### src/rtl/sram_pkg.sv
package sram_pkg;
  typedef enum logic [1:0] {
    CMD_IDLE  = 2'd0,
    CMD_READ  = 2'd1,
    CMD_WRITE = 2'd2
  } cmd_kind_e;
endpackage

### src/rtl/sram_cmd_capture.sv
module sram_cmd_capture
  import sram_pkg::*;
#(
  parameter int ADDR_W  = 4,
  parameter int N_BYTES = 2
) (
  input  logic               clk,
  input  logic               rst_n,
  input  logic               cs_en,
  input  logic [ADDR_W-1:0]  addr,
  input  logic [N_BYTES-1:0] byte_stb,
  input  logic               bw_en,
  input  logic               gw_en,
  output logic               wr_en,
  output logic [N_BYTES-1:0] wr_mask,
  output cmd_kind_e          kind_q,
  output logic [ADDR_W-1:0]  addr_q
);
  cmd_kind_e         kind_d;
  logic [ADDR_W-1:0] addr_d;
  logic              addr_ce;

  // write mask decode, one lane per byte
  for (genvar b = 0; b < N_BYTES; b++) begin : g_mask
    assign wr_mask[b] = cs_en & (gw_en | (bw_en & byte_stb[b]));
  end
  assign wr_en = |wr_mask;

  always_comb begin
    if (!cs_en)               kind_d = CMD_IDLE;
    else if (gw_en || bw_en)  kind_d = CMD_WRITE;
    else                      kind_d = CMD_READ;
    addr_ce = cs_en;
    addr_d  = addr;
  end

  always_ff @(posedge clk or negedge rst_n) begin
    if (!rst_n) kind_q <= CMD_IDLE;
    else        kind_q <= kind_d;
  end

  always_ff @(posedge clk or negedge rst_n) begin
    if (!rst_n)       addr_q <= '0;
    else if (addr_ce) addr_q <= addr_d;
  end

  // a deselected cycle is captured as idle
  p_desel_idle_r11: assert property (@(posedge clk) disable iff (!rst_n)
    !cs_en |=> (kind_q == CMD_IDLE));
endmodule

### src/rtl/sram_array.sv
module sram_array #(
  parameter int ADDR_W  = 4,
  parameter int BYTE_W  = 9,
  parameter int N_BYTES = 2
) (
  input  logic                      clk,
  input  logic                      rst_n,
  input  logic                      wr_en,
  input  logic [N_BYTES-1:0]        wr_mask,
  input  logic [ADDR_W-1:0]         wr_addr,
  input  logic [BYTE_W*N_BYTES-1:0] wr_data,
  input  logic [ADDR_W-1:0]         rd_addr,
  output logic [BYTE_W*N_BYTES-1:0] rd_data
);
  localparam int WORD_W = BYTE_W * N_BYTES;
  localparam int DEPTH  = 1 << ADDR_W;

  logic [WORD_W-1:0] mem [DEPTH];

  for (genvar b = 0; b < N_BYTES; b++) begin : g_lane
    always_ff @(posedge clk) begin
      if (wr_en && wr_mask[b])
        mem[wr_addr][b*BYTE_W +: BYTE_W] <= wr_data[b*BYTE_W +: BYTE_W];
    end

    // an unstrobed byte keeps its old content across a write
    p_keep_byte_r6: assert property (@(posedge clk) disable iff (!rst_n)
      (wr_en && !wr_mask[b]) |=>
        (mem[$past(wr_addr)][b*BYTE_W +: BYTE_W] ===
         $past(mem[wr_addr][b*BYTE_W +: BYTE_W])));
  end

  assign rd_data = mem[rd_addr];

  // a full-mask write leaves the whole word equal to the written data
  p_full_word_r7: assert property (@(posedge clk) disable iff (!rst_n)
    (wr_en && (&wr_mask)) |=> (mem[$past(wr_addr)] === $past(wr_data)));
endmodule

### src/rtl/sram_out_path.sv
module sram_out_path
  import sram_pkg::*;
#(
  parameter int WORD_W = 18
) (
  input  logic              clk,
  input  logic              rst_n,
  input  logic              ft_sel,
  input  logic              dcd_sel,
  input  logic              oe,
  input  cmd_kind_e         kind_q,
  input  logic [WORD_W-1:0] arr_data,
  output logic [WORD_W-1:0] dout,
  output logic              dout_vld
);
  logic              rd_q2, rd_d2;
  logic [WORD_W-1:0] dreg_q, dreg_d;
  logic              dreg_ce;
  logic              drv_ft, drv_pl, drive;
  logic [WORD_W-1:0] sel_data;

  always_comb begin
    rd_d2   = (kind_q == CMD_READ);
    dreg_ce = (kind_q == CMD_READ);
    dreg_d  = arr_data;
  end

  always_ff @(posedge clk or negedge rst_n) begin
    if (!rst_n) rd_q2 <= 1'b0;
    else        rd_q2 <= rd_d2;
  end

  always_ff @(posedge clk or negedge rst_n) begin
    if (!rst_n)       dreg_q <= '0;
    else if (dreg_ce) dreg_q <= dreg_d;
  end

  always_comb begin
    drv_ft   = (kind_q == CMD_READ);
    // single-cycle deselect cuts the registered stage as soon as idle is captured
    drv_pl   = rd_q2 && (dcd_sel || (kind_q != CMD_IDLE));
    drive    = ft_sel ? drv_ft : drv_pl;
    sel_data = ft_sel ? arr_data : dreg_q;
    dout_vld = oe && drive;
    dout     = dout_vld ? sel_data : '0;
  end

  // the output register holds what the array showed at the read's capture
  p_pipe_load_r3: assert property (@(posedge clk) disable iff (!rst_n)
    (kind_q == CMD_READ) |=> (dreg_q === $past(arr_data)));

  // single-cycle deselect, an idle capture silences the pipelined output
  p_scd_off_r4: assert property (@(posedge clk) disable iff (!rst_n)
    (!ft_sel && !dcd_sel && kind_q == CMD_IDLE) |-> !dout_vld);

  // dual-cycle deselect keeps a read's data driven one edge later
  p_dcd_hold_r5: assert property (@(posedge clk) disable iff (!rst_n)
    (!ft_sel && dcd_sel && kind_q == CMD_READ) |=>
      ((dout_vld || !oe || ft_sel || !dcd_sel)));

  // output enable low forces an undriven, zero output
  p_oe_gate_r8: assert property (@(posedge clk) disable iff (!rst_n)
    !oe |-> (!dout_vld && dout == '0));
endmodule

### src/rtl/sync_sram_core.sv
module sync_sram_core
  import sram_pkg::*;
#(
  parameter int ADDR_W  = 4,
  parameter int BYTE_W  = 9,
  parameter int N_BYTES = 2,
  localparam int WORD_W = BYTE_W * N_BYTES
) (
  input  logic               clk,
  input  logic               rst_n,
  input  logic               ft_sel,
  input  logic               dcd_sel,
  input  logic               cs_en,
  input  logic [ADDR_W-1:0]  addr,
  input  logic [WORD_W-1:0]  wdata,
  input  logic [N_BYTES-1:0] byte_stb,
  input  logic               bw_en,
  input  logic               gw_en,
  input  logic               oe,
  output logic [WORD_W-1:0]  rdata,
  output logic               rdata_vld
);
  logic [1:0]         rst_sync;
  logic               srst_n;
  logic               wr_en;
  logic [N_BYTES-1:0] wr_mask;
  cmd_kind_e          kind_q;
  logic [ADDR_W-1:0]  addr_q;
  logic [WORD_W-1:0]  arr_data;

  // asynchronous assertion, synchronous release
  always_ff @(posedge clk or negedge rst_n) begin
    if (!rst_n) rst_sync <= 2'b00;
    else        rst_sync <= {rst_sync[0], 1'b1};
  end
  assign srst_n = rst_sync[1];

  sram_cmd_capture #(.ADDR_W(ADDR_W), .N_BYTES(N_BYTES)) u_cap (
    .clk(clk), .rst_n(srst_n), .cs_en(cs_en), .addr(addr),
    .byte_stb(byte_stb), .bw_en(bw_en), .gw_en(gw_en),
    .wr_en(wr_en), .wr_mask(wr_mask), .kind_q(kind_q), .addr_q(addr_q)
  );

  sram_array #(.ADDR_W(ADDR_W), .BYTE_W(BYTE_W), .N_BYTES(N_BYTES)) u_arr (
    .clk(clk), .rst_n(srst_n), .wr_en(wr_en), .wr_mask(wr_mask),
    .wr_addr(addr), .wr_data(wdata), .rd_addr(addr_q), .rd_data(arr_data)
  );

  sram_out_path #(.WORD_W(WORD_W)) u_out (
    .clk(clk), .rst_n(srst_n), .ft_sel(ft_sel), .dcd_sel(dcd_sel), .oe(oe),
    .kind_q(kind_q), .arr_data(arr_data), .dout(rdata), .dout_vld(rdata_vld)
  );

  // flow-through read captured with output enabled is driven after its edge
  p_ft_read_r2: assert property (@(posedge clk) disable iff (!srst_n)
    (ft_sel && cs_en && !gw_en && !bw_en) |=> (rdata_vld || !oe || !ft_sel));

  // a captured write never drives in flow-through mode
  p_write_quiet_r10: assert property (@(posedge clk) disable iff (!srst_n)
    (ft_sel && cs_en && (gw_en || bw_en)) |=> (!rdata_vld || !ft_sel));
endmodule

### config.mk
export PLATFORM = sky130hd
export DESIGN_NAME = sync_sram_core
export DESIGN_NICKNAME = d
export VERILOG_FILES = /design/src/rtl/sram_pkg.sv /design/src/rtl/sram_cmd_capture.sv /design/src/rtl/sram_array.sv /design/src/rtl/sram_out_path.sv /design/src/rtl/sync_sram_core.sv
export SDC_FILE = /design/constraint.sdc
export NUM_CORES = 1
export LEC_CHECK = 0
export ABC_CLOCK_PERIOD_IN_PS = 3400
export BUFFER_PORTS_ARGS = -buffer_cell sky130_fd_sc_hd__buf_4
export CAP_MARGIN = 10
export CORE_ASPECT_RATIO = 1.1
export CORE_MARGIN = 8
export CORE_UTILIZATION = 63
export CTS_CLUSTER_DIAMETER = 200
export CTS_CLUSTER_SIZE = 8
export DETAILED_ROUTE_END_ITERATION = 10
export GPL_ROUTABILITY_DRIVEN = 1
export GPL_TIMING_DRIVEN = 0
export PLACE_DENSITY = 0.78
export SYNTH_ARGS = -nofsm -noshare
export SYNTH_HDL_FRONTEND = slang
export SYNTH_SLANG_ARGS = --single-unit
### constraint.sdc
create_clock -name clk -period 3.4 [get_ports clk]
set_input_delay 0.34 -clock clk [delete_from_list [all_inputs] [get_ports clk]]
set_output_delay 0.34 -clock clk [all_outputs]
set_load 0.01 [all_outputs]
### Word level (Yosys, flattened, before mapping)

Memories as Yosys holds them, arrays and structs flattened.
Index checks and enable logic that the tools add are counted.

* reductions and logical operators: 8
* multiplexer cells: 9
* equality and inequality tests: 1
* bitwise logic cells: 6

Operators by type and width (count)
* 18-bit two-way mux: 2
* 1-bit two-way mux: 5
* 1-bit AND: 4
* 1-bit logical AND: 4
* 2-bit two-way mux: 2
* 2-bit by 1-bit equality test with 1-bit output (second input constant): 1
* 1-bit logical OR: 2
* 1-bit OR: 2
* 2-bit nonzero test: 1
* 2-bit OR reduction: 1

* flip-flop bits (word level): 27
* output and inout port bits: 19
* logic and storage cells: 30
* input port bits: 32
* memories: 1
* memory bits (writable): 288

Memories
* u_arr.mem: words 16, width 18, read ports 1, clocked after Yosys merged registers in 0, write ports 1, line sram_array.sv:18 `logic [WORD_W-1:0] mem [DEPTH];`

### Logic depth before layout (Yosys ltp)

* depth in word-level cells: 7
* gate-level depth with buffers: 7
* gate-level depth less buffers: 4

### Cells and area by module

From an unflattened synthesis, not the netlist that was laid out.

* cell total of the unflattened synthesis: 599
* area, all modules: 12514.5 um^2

By module, submodules not included
* sram_array: seq. area each 8648.3 um^2, area each 11098.1 um^2, cells each 494, instances 1
* sram_out_path: seq. area each 475.5 um^2, area each 1087.3 um^2, cells each 84, instances 1
* sram_cmd_capture: seq. area each 150.1 um^2, area each 275.3 um^2, cells each 18, instances 1
* sync_sram_core: seq. area each 50.0 um^2, area each 53.8 um^2, cells each 3, instances 1

### Least setup slack after synthesis

Ideal clock, no wire load.

* kind: input-to-reg
* from: in cs_en
* to: mem u_arr.mem[3][0], enable pin
* setup time: 0.387 ns
* path slack: 1.351 ns
* data required time: 3.013 ns
* buffers on the path: 1
* data arrival time: 1.662 ns
* stages: 4
* cell sequence: clkbuf_1 nor2b_1 nand3_1 nor3_1

* cells in the longest elaborated chain, start to end: 5
* elaborated cells on any way between the ends: 6
* those cells by class: mux: 2; bitwise: 2; reduce/logical: 2

RTL lines
* start, declared: line sync_sram_core.sv:13 `input logic cs_en,`
* 1-bit AND: line sram_cmd_capture.sv:25 `assign wr_mask[b] = cs_en & (gw_en | (bw_en & byte_stb[b]));`
* 2-bit OR reduction: line sram_cmd_capture.sv:27 `assign wr_en = |wr_mask;`
* 1-bit logical AND (*): line sram_array.sv:22 `if (wr_en && wr_mask[b])`
* 1-bit two-way mux (*): line sram_array.sv:22
* 1-bit two-way mux (implied by the code) (*): line sram_array.sv:23 `mem[wr_addr][b*BYTE_W +: BYTE_W] <= wr_data[b*BYTE_W +: BYTE_W];`
* end, declared: line sram_array.sv:18

Mark *: on every way between the ends. The rest lies on a longest branch, timed or not.

### Worst setup path after layout

* from: reg u_cap.addr_q[3]
* to: out rdata[13]

* cells in the longest elaborated chain, start to end: 3

RTL lines
* start, declared: line sram_cmd_capture.sv:17 `output logic [ADDR_W-1:0] addr_q`
* start signal, assigned: line sram_cmd_capture.sv:44 `else if (addr_ce) addr_q <= addr_d;`
* memory 16 x 18 bit
* 18-bit two-way mux: line sram_out_path.sv:43 `sel_data = ft_sel ? arr_data : dreg_q;`
* 18-bit two-way mux: line sram_out_path.sv:45 `dout = dout_vld ? sel_data : '0;`
* end, declared: line sync_sram_core.sv:20 `output logic [WORD_W-1:0] rdata,`

Every way passes these cells.

==> flow_summary.json <==
{
  "ys_top_cells_by_area": "edfxtp_1, mux4_2, dfrtp_1, mux2i_1, o221ai_1",
  "cap_violations": 0,
  "synth_edf_count": 288,
  "first_global_vias": 6743,
  "yosys.area.top_type": "edfxtp_1",
  "synth-main-ff-cell": "edfxtp_1",
  "drtIter0Drc": 595,
  "via_count": 6392,
  "path_clk_slew_ns": 0.05,
  "synth_top_area_share_pct": 69.9,
  "cts_root_buffer": "clkbuf_16",
  "gr-total-overflow": 0,
  "htreeDepth": 2,
  "post_drt_wl_per_cell_um": 27.2,
  "period_needed_ns": 3.29,
  "cts_resized": 0,
  "fin_cells": 991,
  "worst_pin_slew_ns": 1.12,
  "final-hold-violation-count": 0,
  "clock_path_buffers": 3,
  "ys_async_sr_fraction_pct": 8.57,
  "r2r-end": "u_out.dreg_q[13]",
  "row_count": 53,
  "antennaDiodeCount": 0,
  "grt_pass1_wl_um": 40400,
  "clock_skew_ns": 0.0149,
  "powerDensity_mw_per_mm2": 639,
  "slew_violations": 0,
  "grt_usage_pct": 22.6,
  "drtAntennaViolNets": 0,
  "ir_worst_vdd_v": 0.000571,
  "hold_end": "u_cap.kind_q[1]",
  "stdcell_area_mm2": 0.0145,
  "synth_cell_type_count": 29,
  "drive_above_1_share_pct": 27.8,
  "coreArea_mm2": 0.0192,
  "grt_use_met1_pct": 28.4,
  "r2r_cells": 6,
  "post-route-period-util_pct": 96.8,
  "start_util_pct": 64.6,
  "worstReg2RegStart": "u_cap.addr_q[3]",
  "use_met2_pct": 38.3,
  "final_nets": 739,
  "die_area_mm2": 0.0244,
  "synthesis.area_mm2": 0.0124,
  "firstDrtPassIters": 5,
  "cts_tree": "built",
  "status": "finished clean",
  "ys_seq_elements": 315,
  "fin_total_pwr_uw": 9240,
  "grtUsageMet3_pct": 4.81,
  "hold_class": "in2reg",
  "r2r_slack_ns": 1.14,
  "antenna_found_initial": 1,
  "synth_seq_area_share_pct": 75.3,
  "cts_buffers": 45,
  "worstSkewPairLatency_ns": 0.53,
  "finalSetupViolations": 0,
  "p_leak_uw": 0.00508,
  "rsz0062_at_grt": "no",
  "synth.avg_cell_area_um2": 20.6,
  "port_buffers": 49,
  "drt_wl_total_um": 26900,
  "setup-tns-final_ns": 0,
  "drc": 0,
  "worst_setup_path_start_kind": "register",
  "dp_hpwl_um": 17300,
  "max_slew_margin_pct": 25.7,
  "critPathKind": "reg2out",
  "postSynthCellCount": 602,
  "busiest_layer": "met2",
  "die_x_um": 150,
  "area_growth_pct": 16.9,
  "min_from": "bw_en",
  "critPathRequiredTime_ns": 3.06,
  "place_congestion": 0.880,
  "grt_max_degree": 26,
  "die_h_um": 163,
  "dpl_cell_area_mm2": 0.0131,
  "fmax_ghz": 0.304,
  "synth-warning-count": 0,
  "via_per_inst": 6.45,
  "cp.arrival_ns": 2.95,
  "cp-end-kind": "output pin",
  "syn_nets": 634,
  "clock_sinks": 315,
  "ios": 51,
  "dp.cells": 904,
  "cp_max_fo": 10,
  "whs_path_depth": 2
}
-- where the power goes --
group          internal (uW)  total, uW  switching [uW]  leakage (uW)
sequential              4360       4420            60.8       0.00293
clock                   2570       4110            1540      0.000625
combinational            315        705             390       0.00152
total                   7240       9240            1990       0.00508
-- critical path, stage by stage (launching register included) --
cell     delay [ns]
dfrtp_1        0.32
buf_4          0.19
buf_4          0.25
buf_2          0.34
mux4_2         0.37
mux2i_1        0.38
o22ai_1        0.18
a21o_1         0.22
buf_4          0.15
-- layer usage --
metal	part of all wire, %	routed length [um]
met4	2.7	714
met1	38	10300
met2	52	13900
met5	0.052	14
met3	7.4	2000
-- sequential cells by signal (all words and copies together), names as in the netlist --
register and count:
u_cap.kind_q 2, u_out.rd_q2 1, u_cap.addr_q 4, u_out.dreg_q 18, u_arr.mem 288, rst_sync 2
-- how the worst max path moves through the flow --
stage | end | start | slack, ns
6_report | rdata[13] | u_cap.addr_q[3] | 0.11
5_1_grt | rdata[13] | u_cap.addr_q[3] | 0.01
4_1_cts | rdata[13] | u_cap.addr_q[3] | 0.11
3_5_place_dp | rdata[13] | u_cap.addr_q[3] | 0.73
3_3_place_gp | u_arr.mem[3][5] | cs_en | 0.56
2_1_floorplan | u_arr.mem[3][0] | cs_en | 1.35
-- synth_stat cells (8+ instances only) --
library cell and count:
buf_6 8, mux2i_1 36, o22ai_1 18, nor2_1 28, a21o_1 18, clkbuf_1 10
buf_2 12, edfxtp_1 288, nand2_1 24, nand2b_1 8, dfrtp_1 27, nor3_1 8
o221ai_1 18, mux4_2 72
-- area by class of cell --
| type | count | area, um^2 |
|---|---|---|
| fill | 1021 | 4700 |
| multi-input combinational | 251 | 2840 |
| buffer | 35 | 216 |
| inverter | 1 | 3.75 |
| timing repair buffer | 58 | 443 |
| tap | 247 | 309 |
| clock buffer | 82 | 1310 |
| sequential | 315 | 9320 |
| clock inverter | 2 | 16.3 |
-- stage by stage --
stage	hold slack, ns	utilization [%]	setup WS, ns
6_report	0.0872	75.5	0.109
5_1_grt	0.0845	75.5	0.0125
4_1_cts	0.0635	75.5	0.112
3_5_place_dp	0.126	68.4	0.730
3_3_place_gp	0.123	68.1	0.559
2_1_floorplan	0.0444	-	1.35
-- repair_timing --
action / 4_1_cts / 5_1_grt
hold buffers: 3 / 0
hold endpoints to repair: 3 / 0
buffers inserted: 0 / 0
-- logic make-up (layout without fill, tap and decap cells) --
| group | Yosys count | count (layout) | synth area share, % |
|---|---|---|---|
| AO/OA/AOI/OAI | 59 | 59 | 3.52 |
| buffers and inverters | 36 | 178 | 1.78 |
| flip-flops | 315 | 315 | 75.3 |
| multiplexers | 112 | 112 | 16.4 |
| other | 1 | 1 | 0.0303 |
| AND/OR/NAND/NOR | 79 | 79 | 2.94 |
-- cells in the final DEF, fill, tap and decap left out, types with 3 or more instances in the layout --
cell type,count
edfxtp_1,288
dfrtp_1,27
clkbuf_16,47
buf_2,12
nand2b_1,8
buf_4,57
nand2_1,24
o221ai_1,18
mux2_2,4
dlygate4sd3_1,3
a21oi_1,3
buf_6,8
mux2i_1,36
nor2_1,28
mux4_2,72
a21o_1,18
o22ai_1,18
clkbuf_1,45
nand3b_1,3
nor3_1,6
Power figures use the tool's default switching activity.
